**config.mk**
```make
export PLATFORM = sky130hd
export DESIGN_NAME = lpclk_ctrl
export DESIGN_NICKNAME = d
export VERILOG_FILES = /design/src/rtl/lpclk_pkg.sv /design/src/rtl/lpclk_stab_timer.sv /design/src/rtl/lpclk_cfg_regs.sv /design/src/rtl/lpclk_mode_fsm.sv /design/src/rtl/lpclk_ctrl.sv
export SDC_FILE = /design/constraint.sdc
export NUM_CORES = 1
export LEC_CHECK = 0
export ABC_AREA = 1
export BUFFER_PORTS_ARGS = -buffer_cell sky130_fd_sc_hd__buf_4
export CORE_MARGIN = 5
export CORE_UTILIZATION = 23
export DETAILED_ROUTE_END_ITERATION = 16
export PLACE_DENSITY_LB_ADDON = 0.3
export SYNTH_ARGS = -nofsm -noshare
export SYNTH_HDL_FRONTEND = slang
export SYNTH_SLANG_ARGS = --single-unit
export TNS_END_PERCENT = 30
```
**constraint.sdc**
```tcl
create_clock -name clk -period 2.2 [get_ports clk]
set_input_delay 0.66 -clock clk [delete_from_list [all_inputs] [get_ports clk]]
set_output_delay 0.66 -clock clk [all_outputs]
set_load 0.02 [all_outputs]
```
**src/rtl/lpclk_pkg.sv**
```systemverilog
// Package: shared mode encoding for the low-power clock controller.
// Assumes: the encoding is visible at the top-level mode port.
package lpclk_pkg;
    typedef enum logic [2:0] {
        ST_RUN_MAIN = 3'd0,
        ST_RUN_SUB  = 3'd1,
        ST_HALT     = 3'd2,
        ST_SLEEP    = 3'd3,
        ST_OSC_STAB = 3'd4
    } lp_mode_e;

    localparam int DIV_W = 2;
endpackage

```
**src/rtl/lpclk_stab_timer.sv**
```systemverilog
// Module: counts sub-clock ticks while stabilization is active and flags
// the tick that completes the programmed length.
// Assumes: run is held for the whole wait; a limit of 0 behaves as 1.
module lpclk_stab_timer #(
    parameter int CNT_W = 16
) (
    input  logic             clk,
    input  logic             rst_n,
    input  logic             run,
    input  logic             tick,
    input  logic [CNT_W-1:0] limit,
    output logic             done
);
    localparam int EXT_W = CNT_W + 1;

    logic [CNT_W-1:0] cnt;
    logic [EXT_W-1:0] cnt_next;

    // Purpose: value the count would take after the current tick.
    always_comb begin
        cnt_next = {1'b0, cnt} + EXT_W'(1);
        done     = run && tick && (cnt_next >= {1'b0, limit});
    end

    // Purpose: advance on ticks during the wait, clear otherwise.
    always_ff @(posedge clk) begin
        if (!rst_n || !run) begin
            cnt <= '0;
        end else if (tick && !done) begin
            cnt <= cnt_next[CNT_W-1:0];
        end
    end
endmodule

```
**src/rtl/lpclk_cfg_regs.sv**
```systemverilog
// Module: software-visible clock settings (oscillator-off, divider select,
// sub-clock source) with write gating and a forced divider clear.
// Assumes: wr_open is high only in the two run modes.
module lpclk_cfg_regs
    import lpclk_pkg::*;
(
    input  logic             clk,
    input  logic             rst_n,
    input  logic             wr_open,
    input  logic             pm_wr,
    input  logic             pm_val,
    input  logic             cc_wr,
    input  logic [DIV_W-1:0] cc_div,
    input  logic             cc_xtal,
    input  logic             force_div0,
    output logic             osc_off,
    output logic [DIV_W-1:0] div_sel,
    output logic             sub_xtal
);
    // Purpose: oscillator-off bit, writable only while running.
    always_ff @(posedge clk) begin
        if (!rst_n) begin
            osc_off <= 1'b0;
        end else if (wr_open && pm_wr) begin
            osc_off <= pm_val;
        end
    end

    // Purpose: divider and source selects; a forced clear wins over writes.
    always_ff @(posedge clk) begin
        if (!rst_n) begin
            div_sel  <= '0;
            sub_xtal <= 1'b0;
        end else if (force_div0) begin
            div_sel  <= '0;
        end else if (wr_open && cc_wr) begin
            div_sel  <= cc_div;
            sub_xtal <= cc_xtal;
        end
    end
endmodule

```
**src/rtl/lpclk_mode_fsm.sv**
```systemverilog
// Module: mode sequencer for run, halt, deep sleep and oscillator
// stabilization; owns the sub-clock flag, the wake pulse and the
// main oscillator enable.
// Assumes: osc_off comes from the settings register and is frozen outside
// the run modes; stab_done only pulses while stab_run is high.
module lpclk_mode_fsm
    import lpclk_pkg::*;
(
    input  logic     clk,
    input  logic     rst_n,
    input  logic     osc_off,
    input  logic     pm_wr,
    input  logic     pm_val,
    input  logic     halt_req,
    input  logic     sleep_req,
    input  logic     wake_irq,
    input  logic     stab_done,
    output lp_mode_e state,
    output logic     stab_run,
    output logic     cfg_open,
    output logic     force_div0,
    output logic     clk_on_sub,
    output logic     main_osc_en,
    output logic     cpu_ready,
    output logic     cpu_wake
);
    lp_mode_e nxt;
    logic     halt_from_sub;
    logic     from_wake;
    logic     irq_pend;
    logic     wake_now;

    // Purpose: decode mode-level control outputs.
    always_comb begin
        cfg_open    = (state == ST_RUN_MAIN) || (state == ST_RUN_SUB);
        stab_run    = (state == ST_OSC_STAB);
        cpu_ready   = cfg_open;
        main_osc_en = (state == ST_RUN_MAIN) || (state == ST_OSC_STAB) ||
                      ((state == ST_HALT) && !halt_from_sub);
        force_div0  = stab_run && stab_done && from_wake;
    end

    // Purpose: next-mode selection; sleep beats halt beats an oscillator write.
    always_comb begin
        nxt      = state;
        wake_now = 1'b0;
        case (state)
            ST_RUN_MAIN: begin
                if (sleep_req)               nxt = ST_SLEEP;
                else if (halt_req)           nxt = ST_HALT;
                else if (pm_wr && pm_val)    nxt = ST_RUN_SUB;
            end
            ST_RUN_SUB: begin
                if (sleep_req)               nxt = ST_SLEEP;
                else if (halt_req)           nxt = ST_HALT;
                else if (pm_wr && !pm_val)   nxt = ST_OSC_STAB;
            end
            ST_HALT: begin
                if (wake_irq) begin
                    nxt      = halt_from_sub ? ST_RUN_SUB : ST_RUN_MAIN;
                    wake_now = 1'b1;
                end
            end
            ST_SLEEP: begin
                if (wake_irq) begin
                    nxt      = osc_off ? ST_RUN_SUB : ST_OSC_STAB;
                    wake_now = osc_off;
                end
            end
            ST_OSC_STAB: begin
                if (stab_done) begin
                    nxt      = ST_RUN_MAIN;
                    wake_now = irq_pend || wake_irq;
                end
            end
            default: nxt = ST_RUN_MAIN;
        endcase
    end

    // Purpose: mode register and the flags that travel with it.
    always_ff @(posedge clk) begin
        if (!rst_n) begin
            state         <= ST_RUN_MAIN;
            halt_from_sub <= 1'b0;
            from_wake     <= 1'b0;
            irq_pend      <= 1'b0;
            clk_on_sub    <= 1'b0;
            cpu_wake      <= 1'b0;
        end else begin
            state    <= nxt;
            cpu_wake <= wake_now;
            if (nxt == ST_HALT && state != ST_HALT) begin
                halt_from_sub <= (state == ST_RUN_SUB);
            end
            if (nxt == ST_OSC_STAB && state != ST_OSC_STAB) begin
                from_wake <= (state == ST_SLEEP);
                irq_pend  <= (state == ST_SLEEP);
            end else if (state == ST_OSC_STAB && wake_irq) begin
                irq_pend  <= 1'b1;
            end
            if (nxt == ST_RUN_SUB) begin
                clk_on_sub <= 1'b1;
            end else if (nxt == ST_RUN_MAIN && state == ST_OSC_STAB) begin
                clk_on_sub <= 1'b0;
            end
        end
    end
endmodule

```
**src/rtl/lpclk_ctrl.sv**
```systemverilog
// Module: top of the low-power clock mode controller. Joins the settings
// registers, the mode sequencer and the stabilization timer.
// Assumes: sub_tick is a single-cycle enable in the clk domain; stab_len
// is held steady during a wait.
module lpclk_ctrl
    import lpclk_pkg::*;
#(
    parameter int STAB_W = 16
) (
    input  logic              clk,
    input  logic              rst_n,
    input  logic              sub_tick,
    input  logic [STAB_W-1:0] stab_len,
    input  logic              pm_wr,
    input  logic              pm_osc_off,
    input  logic              cc_wr,
    input  logic [1:0]        cc_div,
    input  logic              cc_sub_xtal,
    input  logic              halt_req,
    input  logic              sleep_req,
    input  logic              wake_irq,
    output logic              main_osc_en,
    output logic              clk_on_sub,
    output logic [1:0]        div_sel,
    output logic              sub_xtal,
    output logic              osc_off,
    output logic              cpu_clk_ready,
    output logic              cpu_wake,
    output logic [2:0]        mode
);
    lp_mode_e state;
    logic     stab_run;
    logic     stab_done;
    logic     cfg_open;
    logic     force_div0;

    lpclk_mode_fsm u_fsm (
        .clk         (clk),
        .rst_n       (rst_n),
        .osc_off     (osc_off),
        .pm_wr       (pm_wr),
        .pm_val      (pm_osc_off),
        .halt_req    (halt_req),
        .sleep_req   (sleep_req),
        .wake_irq    (wake_irq),
        .stab_done   (stab_done),
        .state       (state),
        .stab_run    (stab_run),
        .cfg_open    (cfg_open),
        .force_div0  (force_div0),
        .clk_on_sub  (clk_on_sub),
        .main_osc_en (main_osc_en),
        .cpu_ready   (cpu_clk_ready),
        .cpu_wake    (cpu_wake)
    );

    lpclk_cfg_regs u_cfg (
        .clk        (clk),
        .rst_n      (rst_n),
        .wr_open    (cfg_open),
        .pm_wr      (pm_wr),
        .pm_val     (pm_osc_off),
        .cc_wr      (cc_wr),
        .cc_div     (cc_div),
        .cc_xtal    (cc_sub_xtal),
        .force_div0 (force_div0),
        .osc_off    (osc_off),
        .div_sel    (div_sel),
        .sub_xtal   (sub_xtal)
    );

    lpclk_stab_timer #(.CNT_W(STAB_W)) u_timer (
        .clk   (clk),
        .rst_n (rst_n),
        .run   (stab_run),
        .tick  (sub_tick),
        .limit (stab_len),
        .done  (stab_done)
    );

    // Purpose: expose the mode encoding at the port.
    assign mode = state;
endmodule

```
==> results.cfg <==
[run_status]
status = finished with violations
violations = negative setup slack

[power_and_ir_drop]
p_leak_uw = 0.00162
power_frac_comb = 0.208
power_frac_seq = 0.444
p_sw_uw = 338
vdd_drop_max_mv = 0.267
cell_internal_pwr_uw = 876
clkPwrFrac = 0.348
p_per_area_nw_per_um2 = 386
swShare = 0.279

[floorplanning]
core_um2 = 8720
fp.dieH_um = 104
start_util = 0.235
num_rows = 34
die_area_um2 = 10900
io_pins = 39
fp.dieW_um = 104

[critical_path]
timing.rr.end = u_timer.cnt[4]$_SDFFE_PP0P_
end_kind = register
critPathKind = register to register
worstPathArrival_ps = 2750
cp_max_fo = 5
cp.required_ps = 2410
critPathLaunchType = register
r2r_slack_ps = -340
r2r_cells = 19
r2r-start = u_timer.cnt[0]$_SDFFE_PP0P_

[logic_synthesis]
synthCells = 330
synth.cell_area_um2 = 2050
syn-num-nets = 375
yosysWarnings = 0
syn_area_per_cell_um2 = 6.21
synth_top_area_frac = 0.274
synth-seq-cells = 28
synth_area_leaders = dfxtp_1 (27%), nand2_1 (13%), nor2_1 (12%)
synth-seq-area-share = 0.274
synthDistinctLibCells = 27
yosys.area.top_type = dfxtp_1

[place]
placed_cells = 516
port_buffers = 38
place.gp.congestion = 0.794
dpl.hpwl_mm = 4.23

[sta]
slew_headroom = 0.213
skew_ps = 3.91
finalSetupViolations = 21
whs_ps = 481
fmax_mhz = 394
fin_ws_ps = -340
rsz0062_at_grt = yes
drv_slew = 0
worstMarginPinSlew_ps = 1180
min_period_over_period = 1.15
fin_crit_ps = 2540
hold_viol_final = 0

[cells_and_area]
fin_nets = 464
antenna_cells = 0
area_growth_pct = 53.6
drive_gt1_frac = 0.344
layout.cells.non_filler = 526
n_fill_cell = 941

[grt]
grt_pass1_vias = 1990
grt_overflow_total = 0
antenna_found_initial = 0
grt_pass1_wl_mm = 8.89
grt_max_degree = 21
grt_util_all_layers = 0.0967

[route]
met3_length_um = 398
drt_iter0_markers = 67
wl_mm = 5.57
vias = 2198
wl_met2_mm = 2.36
dr.pass1.iters = 4
top_layer = met4
route.detailed.drc = 0
wirelength_met1_mm = 2.80
routed_via_density = 4.18
detail_route.wl_per_cell_um = 10.6
ant_nets = 0

[clock_network]
cts_buffers = 3
cts_buffer_depth = 2
clkLatencyLatePin_ps = 280
cts-root-buf = clkbuf_8
htree_levels = 1
cts_sinks = 28
ctsHoldBuffers = 0
clk_pin_slew_ps = 110
cts_tree = yes

[min_path]
min-delay-start = u_cfg.div_sel[0]$_SDFFE_PP0P_
hold_depth = 2
min_to = u_cfg.div_sel[0]$_SDFFE_PP0P_
hold_class = register to register

[flow_run]
drv_cap = 0
-- sequential cells by signal, indices dropped and copies added (netlist names) --
signal,count
u_cfg.div_sel,2
u_cfg.osc_off,1
u_cfg.sub_xtal,1
u_fsm.clk_on_sub,1
u_fsm.cpu_wake,1
u_fsm.from_wake,1
u_fsm.halt_from_sub,1
u_fsm.irq_pend,1
u_fsm.state,3
u_timer.cnt,16
-- placed cells by master, fill, tap and decap left out, drive strengths merged --
master and count:
o21ai 7, o211ai 1, dfxtp 28, nor2 67
xnor2 1, o2111ai 1, o31ai 1, a22oi 1
a21oi 25, o21a 1, ha 17, xor2 11
nand2 80, bufinv 1, buf 87, nor3 3
inv 58, o21bai 1, nand3b 1, nand3 19
nand4 3, clkbuf 4
-- cells in the mapped netlist (all sizes together) --
cell type  number
nand3          19
nor3            3
o2111ai         1
o31ai           1
dfxtp          28
a22oi           1
ha             17
nand2          78
nand3b          1
nor2           67
nand4           3
o21ai           7
o211ai          1
buf             6
xor2           11
a21oi          25
o21a            1
xnor2           1
inv            58
o21bai          1
-- through the flow --
stage / setup WS [ps] / utilization / setup TNS (ps) / power (uW) / cell area, um^2
detailed placement: -396 / 0.324 / -7540 / 802 / 2830
global route: -604 / 0.361 / -11300 / 1290 / 3150
finish: -340 / 0.361 / -6170 / 1210 / 3150
global placement: -388 / 0.324 / -7410 / 801 / 2830
floorplan: -140 / - / -2220 / 700 / 2110
CTS: -329 / 0.336 / -6240 / 1230 / 2930
-- what timing repair did --
action | CTS | global route
setup buffers | 0 | 3
resized for setup | 10 | 35
pin swaps | 3 | 3
setup endpoints to repair | 21 | 22
cloned | 0 | 3
-- cell families after synthesis --
kind of cell / count (synthesis) / synth area share
xor gates and xnor gates: 12 / 0.0513
buffers and inverters: 64 / 0.126
AOI/OAI and AO/OA: 38 / 0.101
DFF: 28 / 0.274
and+or+nand+nor: 171 / 0.345
adders and majority gates: 17 / 0.104
-- area by class of cell --
class	count	area [um^2]	area share
Clock buffer	3	41.3	0.0131
Clock inverter	1	30.0	0.00955
Inverter	58	218	0.0692
Multi-Input combinational cell	240	1440	0.458
Sequential cell	28	592	0.188
Tap cell	108	135	0.0430
Timing Repair Buffer	88	689	0.219
-- metal layers --
layer | vias to the layer above | track usage
met5 | - | 0
met4 | 0 | 0.0111
met3 | 2 | 0.0317
met2 | 59 | 0.144
met1 | 944 | 0.139
li1 | 1193 | -
-- worst max path at each step --
| stage | from | end | slack [ps] | cells past startpoint |
|---|---|---|---|---|
| after floorplan | u_timer.cnt[4]$_SDFFE_PP0P_ | u_timer.cnt[13]$_SDFFE_PP0P_ | -140 | 21 |
| after global placement | u_timer.cnt[4]$_SDFFE_PP0P_ | u_timer.cnt[4]$_SDFFE_PP0P_ | -390 | 20 |
| after detailed placement | u_timer.cnt[4]$_SDFFE_PP0P_ | u_timer.cnt[4]$_SDFFE_PP0P_ | -400 | 20 |
| after CTS | u_timer.cnt[1]$_SDFFE_PP0P_ | u_timer.cnt[14]$_SDFFE_PP0P_ | -330 | 19 |
| after global routing | u_timer.cnt[1]$_SDFFE_PP0P_ | u_timer.cnt[4]$_SDFFE_PP0P_ | -600 | 19 |
| final | u_timer.cnt[0]$_SDFFE_PP0P_ | u_timer.cnt[4]$_SDFFE_PP0P_ | -340 | 19 |
-- power groups by stage --
| stage | Clock (uW) | Combinational [uW] | Sequential (uW) |
|---|---|---|---|
| 2_1_floorplan | 0 | 131 | 569 |
| 3_3_place_gp | 0 | 245 | 556 |
| 3_5_place_dp | 0 | 246 | 556 |
| 4_1_cts | 436 | 248 | 543 |
| 5_1_grt | 457 | 286 | 543 |
| 6_report | 423 | 252 | 539 |
-- worst max-delay path: stages (launching register included) --
cell and delay (ps):
dfxtp_4 380, ha_4 170, nand3_4 80, buf_4 110, xor2_1 210, inv_1 70, ha_1 310, nand2_1 70
nor2_1 90, nand2_1 70, nand3_1 90, nand2_1 60, nand2_1 70, nand2_1 90, nand2_4 140, nand2_8 80
buf_8 150, nand3_1 60, nand2_1 60, nor2_1 140
Power figures use the tool's default switching activity.
